**config.mk**
```make
export PLATFORM = sky130hd
export DESIGN_NAME = chip_reset_ctrl
export DESIGN_NICKNAME = d
export VERILOG_FILES = /design/src/rtl/chip_rst_pkg.sv /design/src/rtl/rst_pin_qual.sv /design/src/rtl/rst_sw_pulse.sv /design/src/rtl/chip_reset_ctrl.sv
export SDC_FILE = /design/constraint.sdc
export NUM_CORES = 1
export LEC_CHECK = 0
export ABC_AREA = 1
export BUFFER_PORTS_ARGS = -buffer_cell sky130_fd_sc_hd__buf_2
export CELL_PAD_IN_SITES_DETAIL_PLACEMENT = 0
export CELL_PAD_IN_SITES_GLOBAL_PLACEMENT = 2
export CORE_UTILIZATION = 30
export CTS_CLUSTER_SIZE = 12
export DETAILED_ROUTE_END_ITERATION = 12
export PLACE_DENSITY = 0.74
export SYNTH_ARGS = -nofsm -noshare
export SYNTH_HDL_FRONTEND = slang
export SYNTH_SLANG_ARGS = --single-unit
```
**constraint.sdc**
```tcl
create_clock -name clk -period 1.5 [get_ports clk]
set_input_delay 0.075 -clock clk [delete_from_list [all_inputs] [get_ports clk]]
set_output_delay 0.075 -clock clk [all_outputs]
set_load 0.03 [all_outputs]
```
**src/rtl/chip_rst_pkg.sv**
```systemverilog
package chip_rst_pkg;

    // Depth of the pin synchronizer and of the release stretch pipe.
    localparam int SYNC_STAGES = 2;

    // One flag for each reset domain driven by the controller.
    typedef struct packed {
        logic core;
        logic xcvr;
        logic cfg;
    } rst_dom_t;

    // A hardware reset covers every domain; a software request covers only its own.
    function automatic rst_dom_t merge_dom(input logic hw, input logic core_sw, input logic xcvr_sw);
        rst_dom_t d;
        d.core = hw | core_sw;
        d.xcvr = hw | xcvr_sw;
        d.cfg  = hw;
        return d;
    endfunction

endpackage

```
**src/rtl/rst_pin_qual.sv**
```systemverilog
module rst_pin_qual
    import chip_rst_pkg::*;
#(
    parameter int MIN_LOW_CYCLES = 5000000
) (
    input  logic clk,
    input  logic pin_n,
    output logic hw_active,
    output logic short_pulse
);
    localparam int CW = $clog2(MIN_LOW_CYCLES + 1);
    localparam logic [CW-1:0] CNT_MAX  = CW'(MIN_LOW_CYCLES);
    localparam logic [CW-1:0] CNT_QUAL = CW'(MIN_LOW_CYCLES - 1);

    logic [SYNC_STAGES-1:0] sync_q;
    logic                   pin_lo;
    logic [CW-1:0]          low_cnt;
    logic                   hold_q;
    logic                   short_q;
    logic [SYNC_STAGES-1:0] stretch_q;

    // Two-flop synchronizer for the raw pin.
    always_ff @(posedge clk) begin
        sync_q <= {sync_q[SYNC_STAGES-2:0], pin_n};
    end
    assign pin_lo = !sync_q[SYNC_STAGES-1];

    // Measure the low time and qualify it against the minimum.
    always_ff @(posedge clk) begin
        if (pin_lo) begin
            if (low_cnt < CNT_MAX) low_cnt <= low_cnt + 1'b1;
            if (low_cnt >= CNT_QUAL) hold_q <= 1'b1;
            short_q <= 1'b0;
        end else begin
            short_q <= (low_cnt != '0) && !hold_q;
            low_cnt <= '0;
            hold_q  <= 1'b0;
        end
    end

    // Release stretch: the reset stays on while the pipe drains.
    genvar g;
    generate
        for (g = 0; g < SYNC_STAGES; g++) begin : g_stretch
            if (g == 0) begin : g_first
                always_ff @(posedge clk) stretch_q[g] <= hold_q;
            end else begin : g_next
                always_ff @(posedge clk) stretch_q[g] <= stretch_q[g-1];
            end
        end
    endgenerate

    assign hw_active   = hold_q | (|stretch_q);
    assign short_pulse = short_q;

endmodule

```
**src/rtl/rst_sw_pulse.sv**
```systemverilog
module rst_sw_pulse #(
    parameter int SW_CYCLES = 16
) (
    input  logic clk,
    input  logic hw_active,
    input  logic wr_en,
    input  logic wr_bit,
    output logic busy
);
    localparam int CW = (SW_CYCLES > 1) ? $clog2(SW_CYCLES) : 1;
    localparam logic [CW-1:0] LAST = CW'(SW_CYCLES - 1);

    logic          busy_q;
    logic [CW-1:0] left_q;

    // A hardware reset clears the bit. A write of 1 starts a pulse only when the bit is idle.
    always_ff @(posedge clk) begin
        if (hw_active) begin
            busy_q <= 1'b0;
            left_q <= '0;
        end else if (busy_q) begin
            if (left_q == '0) busy_q <= 1'b0;
            else              left_q <= left_q - 1'b1;
        end else if (wr_en && wr_bit) begin
            busy_q <= 1'b1;
            left_q <= LAST;
        end
    end

    assign busy = busy_q;

endmodule

```
**src/rtl/chip_reset_ctrl.sv**
```systemverilog
module chip_reset_ctrl
    import chip_rst_pkg::*;
#(
    parameter int MIN_LOW_CYCLES = 5000000,
    parameter int SW_CYCLES      = 16
) (
    input  logic clk,
    input  logic pin_rst_n,
    input  logic core_wr_en,
    input  logic core_wr_bit,
    input  logic xcvr_wr_en,
    input  logic xcvr_wr_bit,
    output logic core_rst,
    output logic xcvr_rst,
    output logic cfg_rst,
    output logic core_bit_rd,
    output logic xcvr_bit_rd,
    output logic short_pulse
);
    localparam int N_SW = 2;

    logic            hw_active;
    logic [N_SW-1:0] wr_en_v;
    logic [N_SW-1:0] wr_bit_v;
    logic [N_SW-1:0] busy_v;
    rst_dom_t        dom_q;

    rst_pin_qual #(.MIN_LOW_CYCLES(MIN_LOW_CYCLES)) u_pin (
        .clk         (clk),
        .pin_n       (pin_rst_n),
        .hw_active   (hw_active),
        .short_pulse (short_pulse)
    );

    // Index 0 is the core request, index 1 the transceiver request.
    assign wr_en_v  = {xcvr_wr_en, core_wr_en};
    assign wr_bit_v = {xcvr_wr_bit, core_wr_bit};

    genvar i;
    generate
        for (i = 0; i < N_SW; i++) begin : g_sw
            rst_sw_pulse #(.SW_CYCLES(SW_CYCLES)) u_sw (
                .clk       (clk),
                .hw_active (hw_active),
                .wr_en     (wr_en_v[i]),
                .wr_bit    (wr_bit_v[i]),
                .busy      (busy_v[i])
            );
        end
    endgenerate

    // Registered outputs, so the resets are glitch-free.
    always_ff @(posedge clk) begin
        dom_q <= merge_dom(hw_active, busy_v[0], busy_v[1]);
    end

    assign core_rst    = dom_q.core;
    assign xcvr_rst    = dom_q.xcvr;
    assign cfg_rst     = dom_q.cfg;
    assign core_bit_rd = busy_v[0];
    assign xcvr_bit_rd = busy_v[1];

endmodule

```
==> impl_metrics.ini <==
[die]
die_w_um = 92.0
die_height_um = 92.0
start_util_pct = 31.3
core_mm2 = 0.00777
dieArea_mm2 = 0.00847
num_rows = 32
ios = 12

[timing]
drv_slew = 0
min_period_ns = 1.44
max_freq_ghz = 0.695
rsz0062_at_grt = true
finalSetupViolCount = 0
hold_violations = 0
setup_tns_ns = 0
hold_slack_ns = 0.175
tightest_slew_ns = 0.297
slew-limit-headroom_pct = 80.0
finClkSkew_ns = 0.0114
setup_slack_ns = 0.0608
fin_crit_sh_pct = 95.9

[clocking]
clkTransAtPathRegs_ns = 0.10
cts_made_buffers = 5
clock_sinks = 42
clk_latency_ns = 0.31
cts_tree = yes
clock_path_buffers = 2
root_buffer = clkbuf_8
h-tree-depth = 2

[detailed_routing]
top_layer_used = met4
drc = 0
drt_pass1_iterations = 4
wirelength_um = 7370
dr_wl_met2_um = 3320
drtAntennaViolNets = 0
drt-wirelength-per-cell_um = 13.8
wl_met3_um = 201
viasPerCell = 4.65
drtIter0Drc = 107
vias = 2488
m1WireLength_um = 3710

[yosys]
ys_ff_latch = 42
ys_seq_area_share_pct = 34.6
synthesis.nets = 383
syn_area_mm2 = 0.00243
yosys.cell_types.count = 28
netlist_instances = 371
syn_avg_cell_area_um2 = 6.55
ys_warn_count = 0

[placement]
dpl_cell_area_mm2 = 0.00289
hpwlAfterDp_um = 5390
gp_congestion = 0.839
port_buffers = 11
pre_cts_ws_ns = -0.137

[worst_setup_path]
cp.arrival_ns = 1.68
cp_max_fo = 7
rrSetupSlack_ns = 0.06
r2r_start = u_pin.low_cnt[8]
path_class = reg2reg
end_kind = flip-flop
reg2reg_depth = 9
crit_start = u_pin.low_cnt[8]
rr_endpoint = u_pin.low_cnt[7]
setup.worst_path.end = u_pin.low_cnt[7]
required_ns = 1.74
startpoint_type = flip-flop

[cells_and_area]
final_cell_area_mm2 = 0.00339
diodes = 0
drive_above_1_share_pct = 39.0
fin_nets = 444
syn2layout_area_growth_pct = 39.6

[global_routing]
antenna_found_initial = 0
grt_pass1_wl_um = 11600
first_global_vias = 2305
grtUsageTotal_pct = 17.8
grt_max_degree = 21
gr-total-overflow = 0

[power_and_ir_drop]
p_per_area_mw_per_mm2 = 946
irDropWorstVdd_mv = 0.527
p_leak_nw = 1.47

[outcome]
status = finished clean

[hold_path]
hold_class = in2reg

[job]
maxCapViolCount = 0
## critical path, stage by stage, from the launching register on
cell and delay (ns):
dfxtp_4 0.38, inv_2 0.05, nor2_4 0.11, nand2_2 0.07
nor2_4 0.17, nand3_4 0.10, nand3_4 0.13, clkbuf_16 0.17
nand2_1 0.05, a21oi_1 0.13
## per-layer routing
layer	global-route usage, %	vias up
met5	0	-
met3	2.57	13
met4	4.95	0
met2	28.7	37
met1	24.6	1141
li1	-	1297
## cell usage after synthesis, drive strengths merged
cell	n	share of area (%)
o21ai	13	2.7
nand4	12	3.1
xnor2	2	0.72
inv	36	5.6
nor3	3	0.82
xor2	12	4.3
nand2	126	20
dfxtp	42	35
ha	6	3.1
a31oi	1	0.26
buf	6	2.0
clkbuf	2	0.31
nor2	62	11
nand3	19	4.6
nand3b	3	0.93
a21oi	25	5.5
nor4	1	0.26
## worst min path at each step
stage | end | cells after the start | slack (ns) | start
finish | g_sw[0].u_sw.left_q[2] | 5 | 0.17 | core_wr_bit
global route | g_sw[1].u_sw.busy | 5 | 0.23 | xcvr_wr_bit
CTS | g_sw[0].u_sw.left_q[2] | 5 | 0.15 | core_wr_bit
detailed placement | u_pin.sync_q[0] | 1 | 0.18 | pin_rst_n
global placement | u_pin.sync_q[0] | 1 | 0.18 | pin_rst_n
floorplan | u_pin.sync_q[0] | 0 | 0.10 | pin_rst_n
## through the flow
stage | utilization, % | power [W] | std cells
floorplan | - | 0.00205 | 371
global placement | 37.1 | 0.00227 | 516
detailed placement | 37.1 | 0.00226 | 516
CTS | 40.0 | 0.00323 | 530
global route | 43.7 | 0.00343 | 535
finish | 43.7 | 0.00321 | 535
## cell type report
| class | count | area (um2) |
|---|---|---|
| Clock buffer | 5 | 68.8 |
| Clock inverter | 3 | 43.8 |
| Fill cell | 844 | 4370 |
| Inverter | 36 | 138 |
| Multi-Input combinational cell | 285 | 1620 |
| Sequential cell | 42 | 893 |
| Tap cell | 102 | 128 |
| Timing Repair Buffer | 62 | 499 |
## kinds of logic (layout without fill, tap and decap cells)
| family | Yosys count | in the layout | share of synthesized area (%) |
|---|---|---|---|
| adder cells (fa/ha/maj) | 6 | 6 | 3.09 |
| AND/OR/NAND/NOR | 226 | 226 | 41.0 |
| XOR/XNOR | 14 | 14 | 5.04 |
| buffers and inverters | 44 | 106 | 7.87 |
| AO/OA/AOI/OAI | 39 | 39 | 8.39 |
| flip-flops | 42 | 42 | 34.6 |
## registers in the layout (all words and copies together), names as in the netlist
| name | count |
|---|---|
| u_pin.sync_q | 2 |
| cfg_rst | 1 |
| xcvr_rst | 1 |
| g_sw.u_sw.busy | 2 |
| u_pin.stretch_q | 2 |
| u_pin.short_pulse | 1 |
| g_sw.u_sw.left_q | 8 |
| u_pin.hold_q | 1 |
| u_pin.low_cnt | 23 |
| core_rst | 1 |
## placed cells by master, fill, tap and decap left out, types with 2 or more instances in the layout
cell type and count:
nand2_1 105, buf_4 45, inv_1 28, nor2_1 27, nor2_2 23, dfxtp_1 20
a21oi_1 19, nand3_1 16, nand2_2 16, nor2_4 12, nand4_1 12, xor2_1 12
dfxtp_2 12, o21ai_0 11, buf_2 11, dfxtp_4 10, inv_2 7, a21oi_2 6
nand2_4 5, ha_1 5, clkbuf_8 5, nand3b_1 3, buf_12 3, nor3_2 2
nand3_4 2, xnor2_1 2
## where the power goes
group | internal, W | switching [W]
clock | 0.000500 | 0.000463
sequential | 0.00129 | 0.0000733
combinational | 0.000316 | 0.000572
## repair_timing
action | 4_1_cts | 5_1_grt
cloned | 0 | 1
gates resized for setup | 17 | 89
buffers inserted | 5 | 4
endpoints found under the hold margin | 1 | 0
pin swaps | 6 | 27
hold buffers | 1 | 0
setup endpoints to repair | 18 | 27
(Power assumes the default switching activity.)
